===== src/rtl/ack_poll_seq.sv =====
module ack_poll_seq #(
  parameter int MAX_POLLS = 8
) (
  input  logic       clk,
  input  logic       rst_n,
  input  logic       req_start,
  input  logic [6:0] tgt_addr,
  input  logic       hold_bus,
  output logic       busy,
  output logic       done,
  output logic       timeout,
  output logic       cmd_valid,
  input  logic       cmd_ready,
  output logic [1:0] cmd_op,
  output logic [7:0] cmd_byte,
  input  logic       rsp_valid,
  input  logic       rsp_ack
);
  localparam int CW = $clog2(MAX_POLLS + 1);
  localparam logic [1:0] OP_NONE  = 2'b00;
  localparam logic [1:0] OP_START = 2'b01;
  localparam logic [1:0] OP_WRITE = 2'b10;
  localparam logic [1:0] OP_STOP  = 2'b11;

  typedef enum logic [2:0] {
    IDLE, ST_ISSUE, ST_WAIT, BY_ISSUE, BY_WAIT, SP_ISSUE, SP_WAIT
  } state_t;
  typedef enum logic [1:0] {AFTER_RETRY, AFTER_DONE, AFTER_TOUT} after_t;

  state_t        state;
  after_t        after_stop;
  logic [6:0]    addr_q;
  logic          hold_q;
  logic [CW-1:0] polls;

  assign busy      = (state != IDLE);
  assign cmd_valid = (state == ST_ISSUE) || (state == BY_ISSUE) || (state == SP_ISSUE);
  assign cmd_op    = (state == ST_ISSUE) ? OP_START :
                     (state == BY_ISSUE) ? OP_WRITE :
                     (state == SP_ISSUE) ? OP_STOP  : OP_NONE;
  assign cmd_byte  = {addr_q, 1'b0};

  always_ff @(posedge clk) begin
    if (!rst_n) begin
      state      <= IDLE;
      after_stop <= AFTER_RETRY;
      addr_q     <= '0;
      hold_q     <= 1'b0;
      polls      <= '0;
      done       <= 1'b0;
      timeout    <= 1'b0;
    end else begin
      done    <= 1'b0;
      timeout <= 1'b0;
      case (state)
        IDLE: if (req_start) begin
          addr_q <= tgt_addr;
          hold_q <= hold_bus;
          polls  <= '0;
          state  <= ST_ISSUE;
        end
        ST_ISSUE: if (cmd_ready) state <= ST_WAIT;
        ST_WAIT:  if (rsp_valid) state <= BY_ISSUE;
        BY_ISSUE: if (cmd_ready) state <= BY_WAIT;
        BY_WAIT: if (rsp_valid) begin
          if (rsp_ack) begin
            if (hold_q) begin
              done  <= 1'b1;
              state <= IDLE;
            end else begin
              after_stop <= AFTER_DONE;
              state      <= SP_ISSUE;
            end
          end else begin
            polls      <= polls + 1'b1;
            after_stop <= (polls + 1'b1 == CW'(MAX_POLLS)) ? AFTER_TOUT : AFTER_RETRY;
            state      <= SP_ISSUE;
          end
        end
        SP_ISSUE: if (cmd_ready) state <= SP_WAIT;
        SP_WAIT: if (rsp_valid) begin
          case (after_stop)
            AFTER_DONE:  begin done    <= 1'b1; state <= IDLE; end
            AFTER_TOUT:  begin timeout <= 1'b1; state <= IDLE; end
            default:     state <= ST_ISSUE;
          endcase
        end
        default: state <= IDLE;
      endcase
    end
  end

  assert_reset_quiet_R1: assert property (@(posedge clk) disable iff (!rst_n)
    !busy |-> (!cmd_valid && cmd_op == OP_NONE));

  assert_prompt_start_R3: assert property (@(posedge clk) disable iff (!rst_n)
    (req_start && !busy) |=> (cmd_valid && cmd_op == OP_START));

  assert_hold_cmd_R8: assert property (@(posedge clk) disable iff (!rst_n)
    (cmd_valid && !cmd_ready) |=> (cmd_valid && $stable(cmd_op) && $stable(cmd_byte)));

  assert_flag_after_rsp_R5: assert property (@(posedge clk) disable iff (!rst_n)
    (done || timeout) |-> $past(rsp_valid));

  assert_flags_exclusive_R7: assert property (@(posedge clk) disable iff (!rst_n)
    !(done && timeout));

  assert_poll_bound_R7: assert property (@(posedge clk) disable iff (!rst_n)
    polls <= CW'(MAX_POLLS));

  assert_ignore_busy_R9: assert property (@(posedge clk) disable iff (!rst_n)
    (busy && req_start && cmd_valid && !cmd_ready) |=> $stable(cmd_byte));
endmodule


===== config.mk =====
export PLATFORM = sky130hd
export DESIGN_NAME = ack_poll_seq
export DESIGN_NICKNAME = d
export VERILOG_FILES = /design/src/rtl/ack_poll_seq.sv
export SDC_FILE = /design/constraint.sdc
export NUM_CORES = 1
export LEC_CHECK = 0
export BUFFER_PORTS_ARGS = -buffer_cell sky130_fd_sc_hd__buf_4
export CAP_MARGIN = 20
export CORE_ASPECT_RATIO = 1.2
export CORE_MARGIN = 1
export CORE_UTILIZATION = 49
export DETAILED_ROUTE_END_ITERATION = 12
export PLACE_DENSITY = 0.81
export SLEW_MARGIN = 20
export SYNTH_ARGS = -nofsm -noshare
export SYNTH_HDL_FRONTEND = slang
export SYNTH_SLANG_ARGS = --single-unit

===== constraint.sdc =====
create_clock -name clk -period 1.4 [get_ports clk]
set_input_delay 0.14 -clock clk [delete_from_list [all_inputs] [get_ports clk]]
set_output_delay 0.14 -clock clk [all_outputs]
set_load 0.01 [all_outputs]

# Word level (Yosys, flattened, before mapping)

Index checks and enable logic that the tools add are counted.

Bits in registers: 19
Input bits: 14
Output and inout port bits: 14
Word-level logic and storage cells: 65

$add $sub $neg: 1
Eq/ne operators: 18
Multiplexer cells: 28
Reduce and logical (&&, ||, !) cells: 11

Operator list:

| cell                  | number |
|---|---|
| $mux W3               | 9 |
| $pmux W3 S7           | 1 |
| $ne A2 B2 Y1 const B  | 9 |
| $mux W2               | 6 |
| $mux W4               | 3 |
| $eq A3 B3 Y1 const B  | 3 |
| $pmux W4 S2           | 1 |
| $mux W1               | 7 |
| $reduce_and A7 Y1     | 1 |
| $eq A3 B2 Y1 const B  | 2 |
| $reduce_and A3 Y1     | 2 |
| $add A4 B1 Y4 const B | 1 |
| $eq A4 B4 Y1 const B  | 1 |
| $reduce_and A4 Y1     | 1 |
| $eq A3 B1 Y1 const B  | 1 |
| $logic_not A3 Y1      | 1 |
| $reduce_bool A3 Y1    | 1 |
| $eq A2 B1 Y1 const B  | 1 |
| $eq A2 B2 Y1 const B  | 1 |
| $logic_or A1 B1 Y1    | 2 |
| $pmux W1 S2           | 1 |
| $reduce_and A2 Y1     | 1 |
| $reduce_bool A2 Y1    | 1 |
| $reduce_or A2 Y1      | 1 |

# Logic depth before layout (Yosys ltp)

Gate-level depths: netlist (run 1).

Depth in word-level cells: 5
Mapped depth: 6
Mapped depth without buffers: 6

# Worst setup path after synthesis (run 1)

OpenSTA, ideal clock, no wires.

Kind: reg-to-reg
Start: register state[0]
End: register state[2]
Setup time: 67 ps
Data arrival time: 1079 ps
Required time: 1333 ps
Path slack: 253 ps
Stages on the path, launching flop included: 6
Clock period less this slack: 1147 ps
Path through: dfxtp_1 buf_6 mux2i_1 o21ai_1 a211o_1 a21oi_2

Cells in the longest elaborated chain, start to end: 3

RTL lines:

| item                                       | line | source |
|---|---|---|
| start, declared                            | 30   | `state_t state;` |
| start signal, assigned                     | 45   | `state <= IDLE;` |
| start signal, assigned                     | 60   | `state <= ST_ISSUE;` |
| start signal, assigned                     | 62   | `ST_ISSUE: if (cmd_ready) state <= ST_WAIT;` |
| $eq A3 B2 Y1, or another cell as far along | 55   | `case (state)` |
| $ne A2 B2 Y1 (no source line)              | n/a  |  |
| $reduce_and A7 Y1 (no source line)         | n/a  |  |

Several ways; a longest one is shown, not always the timed one.
A chain may end at the register's enable or synchronous reset.

# Final worst setup path (run 1)

Start: register state[2]
End: output port cmd_op[1]

Cells in the longest elaborated chain, start to end: 4

RTL lines:

| item          | line | source |
|---|---|---|
| $eq A3 B3 Y1  | 40   | `(state == SP_ISSUE) ? OP_STOP : OP_NONE;` |
| $mux W2       | 40   |  |
| $mux W2       | 39   | `(state == BY_ISSUE) ? OP_WRITE :` |
| $mux W2 (*)   | 38   | `assign cmd_op = (state == ST_ISSUE) ? OP_START :` |
| end, declared | 14   | `output logic [1:0] cmd_op,` |

Every way passes the cells marked *; elsewhere a longest branch is shown, timed or not.

==> impl_metrics.py, run 1 <==
metrics = {
    "route": {
        "wl_per_cell_um": 12.3,
        "top_layer_used": "met4",
        "num_vias": 877,
        "vias_per_cell": 5.55,
        "drc_errors": 0,
        "wl_met1_um": 810,
        "ant_nets": 0,
        "routed_wirelength_um": 1950,
        "route.met2.wl_um": 1010,
        "wl_met3_um": 88,
        "drt_iter0_markers": 24,
        "first_pass_iters": 4,
    },
    "floorplan": {
        "core_um2": 1700,
        "start_util_pct": 54.6,
        "dieWidth_um": 41.8,
        "num_rows": 16,
        "pin_count": 28,
        "die_height_um": 49.7,
        "die-area_um2": 2080,
    },
    "clocking": {
        "root_buffer": "clkbuf_4",
        "clk_latency_ns": 0.31,
        "holdBufCountCts": 0,
        "cts_buffers": 3,
        "cts_tree": "yes",
        "path_clk_slew_ns": 0.11,
        "htreeDepth": 1,
        "cts_num_sinks": 19,
        "cts_buffer_depth": 2,
    },
    "critical_path": {
        "timing.critical_path.buf_inv": 2,
        "worst_setup_path_end_kind": "output port",
        "startpoint_type": "flop",
        "worst_ep_arrival_time_ns": 1.22,
        "path_cells": "inv_1 > nand2_1 > a21oi_2 > buf_4",
        "cp-startpoint": "state[2]",
        "cp.required_ns": 1.26,
        "critPathKind": "flop to output port",
        "slowest_delay_ns": 0.39,
        "reg2reg_from": "state[2]",
        "crit_slowest_cell": "dfxtp_2",
        "cp_max_fo": 12,
        "crit_family": "flip-flops",
    },
    "min_path": {
        "hp-class": "input pin to flop",
        "hp-start": "tgt_addr[1]",
    },
    "sta": {
        "finalCritPeriodShare_pct": 97.0,
        "finalSetupViolCount": 0,
        "max_clock_freq_ghz": 0.737,
        "fin_setup_tns_ns": 0,
        "hold_viol_final": 0,
        "report.final.slew_viol_count": 0,
        "hold_ws_ns": 0.0665,
        "fin_crit_ns": 1.36,
        "skew_ns": 0.00458,
    },
    "power": {
        "ir_drop_mv": 0.921,
        "design_power_total_w": 0.00139,
        "p_leak_nw": 0.476,
        "p_per_area_nw_per_um2": 1200,
    },
    "grt": {
        "antenna_found_initial": 0,
        "track_usage_pct": 20.5,
        "grt_pass1_wl_um": 3260,
        "overflow": 0,
        "grt_max_degree": 13,
        "grt_pass1_vias": 779,
    },
    "synthesis": {
        "synthTopCellsByCount": "27 x nand2_1, 19 x dfxtp_1, 14 x a21oi_1, 5 x inv_1, 5 x nor2_1",
        "synth.distinct_cells": 33,
        "dominantRegCellSynth": "dfxtp_1",
        "synth_area_per_cell_um2": 8.15,
        "mappedNetlistArea_um2": 930,
        "syn_nets": 132,
        "synth-seq-area-share_pct": 40.9,
        "synth_top_area_share_pct": 40.9,
        "syn_inst": 114,
        "synth_seq_cells": 19,
        "yosysTopAreaCell": "dfxtp_1",
        "synth.most_common_cell": "nand2_1",
        "synth_area_leaders": "dfxtp_1 41%, nand2_1 11%, a21oi_1 7.5%, ha_1 5.4%, a211oi_1 2.4%",
        "yosysWarnings": 0,
        "synth_edf_count": 0,
        "async_reset_ff_share_pct": 0,
    },
    "cells_and_area": {
        "fillCellCount": 142,
        "num_antenna_cells": 0,
        "final_cells": 158,
        "nets": 159,
        "drive_gt1_share_pct": 28.6,
        "postLayoutCellArea_um2": 1160,
        "area_growth_pct": 25.2,
    },
    "placement": {
        "gp_congestion": 0.890,
        "dp_hpwl_um": 1470,
        "dp_cells": 154,
        "postPlaceCellArea_um2": 1120,
        "port_buffers": 26,
    },
    "outcome": {
        "run_status": "complete, no violations",
    },
    "job": {
        "drv_cap": 0,
    },
}
[layer usage]
metal	vias up	GRT usage, %
met5	-	0
met4	0	11.3
met3	4	2.93
met2	22	35.2
met1	407	24.2
li1	444	-
[power by group]
group          total (W)  switching [W]  internal [W]
clock network   0.000281       0.000174      0.000107
logic           0.000436       0.000238      0.000198
registers       0.000676      0.0000740      0.000602
total            0.00139       0.000486      0.000907
[cell type report]
cell class,count,area [µm²],area share [%]
Clock inverter,1,5.00,0.430
Inverter,6,22.5,1.94
Tap cell,18,22.5,1.94
Clock buffer,3,22.5,1.94
Sequential cell,19,389,33.4
Multi-Input combinational cell,84,499,42.9
Timing Repair Buffer,27,203,17.4
[cell usage in the layout, fill, tap and decap left out]
cell	instances
buf_4	27
inv_1	5
o22a_1	1
nor2b_1	2
o21ai_1	4
dfxtp_4	2
o31ai_1	1
a21oi_2	2
nor4_1	2
a211o_1	1
o2111ai_1	1
a21oi_1	13
conb_1	1
ha_1	4
nand3b_1	1
dfxtp_1	16
nor3_4	1
nor2_2	1
dfxtp_2	1
mux2i_1	2
clkbuf_4	3
nor2_1	5
and2_4	1
and3b_2	1
o221ai_1	1
clkinv_1	1
nand2b_1	1
nand4_1	3
a22oi_1	1
and3b_1	1
nand3_1	1
a211oi_1	3
xnor2_1	2
nand2_1	27
clkinv_2	1
[logic make-up (layout without fill, tap and decap cells)]
group                    count (synthesis)  in the layout  share of synthesized area, %
other                                    1              1                         0.403
AND/OR/NAND/NOR                         47             47                          24.4
XOR/XNOR                                 2              2                          1.88
buffers and inverters                   11             37                          6.46
multiplexers                             2              2                          2.15
adder cells (fa/ha/maj)                  4              4                          5.38
flip-flops                              19             19                          40.9
AO/OA/AOI/OAI                           28             28                          18.4
[stage by stage]
stage	setup slack, ns	util [%]
2_1_floorplan	0.253	-
3_3_place_gp	0.0665	65.7
3_5_place_dp	0.0859	65.7
4_1_cts	0.0560	67.5
5_1_grt	-0.0162	68.4
6_report	0.0422	68.4
[worst register-to-register path: stages, from the launching register on]
cell	delay (ns)
dfxtp_2	0.45
nand2b_1	0.20
o21ai_1	0.10
a211o_1	0.31
a21oi_2	0.13
[flip-flops by register name, indices dropped and copies added, names as in the netlist]
signal      count
after_stop      2
addr_q          7
done            1
polls           4
timeout         1
hold_q          1
state           3
[repair_timing]
action	4_1_cts	5_1_grt
setup buffers	0	0
gates resized for setup	3	4
pin swaps	0	0
setup endpoints to repair	4	3
[final timing paths]
check | endpoint | slack, ns | depth (start not counted)
setup reg to reg | state[2] | 0.16 | 4
hold / removal | addr_q[1] | 0.07 | 3
hold reg to reg | addr_q[1] | 0.46 | 2
setup / recovery | cmd_op[1] | 0.04 | 4
(Power assumes the default switching activity.)
==> run 2: changes to the inputs <==
ABC_AREA = 1   (was not set)
CORE_MARGIN = not set   (was 1)
CORE_UTILIZATION = 50   (was 49)
==> run 2 against run 1 <==
Effect of this change:
- largest power group unchanged
- synthesized cell count is 23% higher
- die area grew 4.1%
- final cell count grew 18%
- flip-flop and latch count unchanged
- non-clock buffer count stayed put
- via count increased by 9.5%
- maximum frequency increased by 2.0%
- highest routed layer unchanged
- setup slack improved by 0.027 ns
- clock-buffer cell count rose by 1
- register-to-register slack lost 0.02 ns
- core utilization shrank 2.4 points
- worst hold slack gained 0.032 ns
==> impl_metrics.py, run 2 <==
metrics = {
    "cells_and_area": {
        "drive_gt1_share_pct": 26.3,
        "top_register": "addr_q",
        "fillCellCount": 155,
        "multi_input_area_um2": 529,
        "postLayoutCellArea_um2": 1220,
        "area_growth_pct": 23.4,
        "num_antenna_cells": 0,
        "layout_common_cells": "38 x nand2_1, 27 x buf_4, 16 x dfxtp_1",
        "largest_reg_flops": 7,
        "final_common_cell": "nand2_1",
        "final_cells": 186,
        "layout.area.seq_um2": 387,
        "nets": 186,
        "top_regs": "addr_q: 7 flops, polls: 4 flops, state: 3 flops",
    },
    "placement": {
        "port_buffers": 26,
        "dp_hpwl_um": 1590,
        "postPlaceCellArea_um2": 1180,
        "dp_cells": 181,
        "gp_congestion": 0.813,
    },
    "sta": {
        "finalSetupViolCount": 0,
        "hold_viol_final": 0,
        "fin_setup_tns_ns": 0,
        "max_clock_freq_ghz": 0.751,
        "report.final.slew_viol_count": 0,
        "rsz0062_at_grt": "no",
        "fin_crit_ns": 1.33,
        "skew_ns": 0.000940,
        "finalCritPeriodShare_pct": 95.1,
    },
    "clocking": {
        "cts_tree": "yes",
        "cts_num_sinks": 19,
        "path_clk_slew_ns": 0.10,
        "htreeDepth": 1,
        "cts_buffer_depth": 2,
        "holdBufCountCts": 0,
        "root_buffer": "clkbuf_4",
        "cts_buffers": 3,
        "clk_latency_ns": 0.29,
    },
    "floorplan": {
        "core_um2": 1850,
        "num_rows": 17,
        "die_height_um": 50.7,
        "dieWidth_um": 42.6,
        "start_util_pct": 53.5,
        "die-area_um2": 2160,
        "pin_count": 28,
    },
    "critical_path": {
        "timing.critical_path.buf_inv": 3,
        "crit_slowest_cell": "dfxtp_4",
        "startpoint_type": "flop",
        "cp_max_fo": 5,
        "path_cells": "inv_2 > nand2_1 > nor2_4 > inv_1 > buf_4",
        "worst_setup_path_end_kind": "output port",
        "crit_family": "flip-flops",
        "cp.required_ns": 1.26,
        "worst_ep_arrival_time_ns": 1.19,
        "critPathKind": "flop to output port",
        "slowest_delay_ns": 0.38,
    },
    "power": {
        "ir_drop_mv": 0.906,
        "p_per_area_nw_per_um2": 1390,
        "p_leak_nw": 0.582,
    },
    "grt": {
        "grt_max_degree": 15,
        "track_usage_pct": 21.0,
        "overflow": 0,
        "grt_pass1_vias": 891,
        "antenna_found_initial": 0,
        "grt_pass1_wl_um": 3550,
    },
    "min_path": {
        "hp-class": "input pin to flop",
    },
    "synthesis": {
        "dominantRegCellSynth": "dfxtp_1",
        "synth.most_common_cell": "nand2_1",
        "synth_edf_count": 0,
        "yosysWarnings": 0,
        "synth_area_per_cell_um2": 7.07,
        "synth.distinct_cells": 25,
        "mappedNetlistArea_um2": 990,
        "syn_inst": 140,
        "synth_seq_cells": 19,
        "synth-seq-area-share_pct": 38.4,
        "synthTopCellsByCount": "38 x nand2_1, 19 x dfxtp_1, 15 x a21oi_1, 14 x nand3_1, 12 x inv_1",
        "synth_area_leaders": "dfxtp_1 38%, nand2_1 14%, a21oi_1 7.6%, nand3_1 7.1%, ha_1 5.1%",
        "yosysTopAreaCell": "dfxtp_1",
        "synth_top_area_share_pct": 38.4,
        "syn_nets": 158,
        "async_reset_ff_share_pct": 0,
    },
    "outcome": {
        "run_status": "complete, no violations",
    },
    "route": {
        "routed_wirelength_um": 2040,
        "wl_per_cell_um": 11.0,
        "num_vias": 960,
        "first_pass_iters": 5,
        "drc_errors": 0,
        "drt_iter0_markers": 17,
        "ant_nets": 0,
        "vias_per_cell": 5.16,
    },
    "job": {
        "drv_cap": 0,
    },
}
[run 2: changes by cell type in the layout (fill, tap and decap cells not counted), sizes merged, moves of 2 or more]
cell	delta
xnor2	-2
a211oi	-2
and3b	-2
nor2	+10
clkinv	-2
nand4	-2
inv	+9
nor2b	-2
nand3	+14
nand2	+14
mux2i	-2
[run 2: report_power, final]
group          switching [W]  total [W]  leakage, nW  internal, W
Clock               0.000164   0.000275       0.0150     0.000111
Combinational       0.000399   0.000692        0.410     0.000294
Sequential         0.0000969   0.000728        0.157     0.000631
Total               0.000659    0.00170        0.582      0.00104
[run 2: final timing paths]
kind             start   endpoint  slack [ns]  cells after the start
min reg2reg  addr_q[2]  addr_q[2]        0.47                      2
max           state[0]       busy        0.07                      5
min              rst_n   polls[1]         0.1                      3
max reg2reg   state[0]  addr_q[6]        0.14                      7
[run 2: layout make-up]
| cell class | instances | share of cell area, % |
|---|---|---|
| Clock buffer | 4 | 2.15 |
| Inverter | 14 | 4.30 |
| Multi-Input combinational cell | 103 | 43.3 |
| Sequential cell | 19 | 31.7 |
| Tap cell | 19 | 1.95 |
| Timing Repair Buffer | 27 | 16.6 |
[run 2: metal layers]
metal / vias up / global-route usage (%) / routed length (µm)
met5: - / 0 / 0
met4: 0 / 10.9 / 36
met3: 5 / 3.96 / 120
met2: 33 / 39.0 / 991
li1: 503 / - / -
met1: 419 / 22.0 / 891
[run 2: timing repair]
| item | 4_1_cts | 5_1_grt |
|---|---|---|
| buffers inserted | 1 | 0 |
| setup endpoints to repair | 3 | 11 |
| pin swaps | 1 | 0 |
| gates resized for setup | 2 | 2 |
[run 2: worst reg2reg max path: cells and delay by family, from the launching register on]
kind                   cells  cell delay [ns]
AND/OR/NAND/NOR            4             0.45
flip-flops                 1             0.38
buffers and inverters      2             0.26
AO/OA/AOI/OAI              1             0.06
[run 2: metrics by stage]
step | hold slack, ns | worst slack (ns) | util [%] | total power, W
detailed placement | 0.412 | 0.0658 | 63.8 | 0.00140
finish | 0.0989 | 0.0692 | 66.0 | 0.00170
global placement | 0.402 | 0.0585 | 63.8 | 0.00137
CTS | 0.0945 | 0.0280 | 65.8 | 0.00170
floorplan | 0.260 | 0.257 | - | 0.00120
global route | 0.108 | 0.00901 | 66.0 | 0.00182
[run 2: cells by family (layout without fill, tap and decap cells)]
kind of cell / Yosys count / after routing / synth area share [%]
AND/OR/NAND/NOR: 76 / 76 / 36.3
AO/OA/AOI/OAI: 21 / 21 / 10.9
flip-flops: 19 / 19 / 38.4
buffers and inverters: 18 / 45 / 8.09
adder cells (fa/ha/maj): 4 / 4 / 5.06
other: 1 / 1 / 0.379
XOR/XNOR: 1 / 1 / 0.885
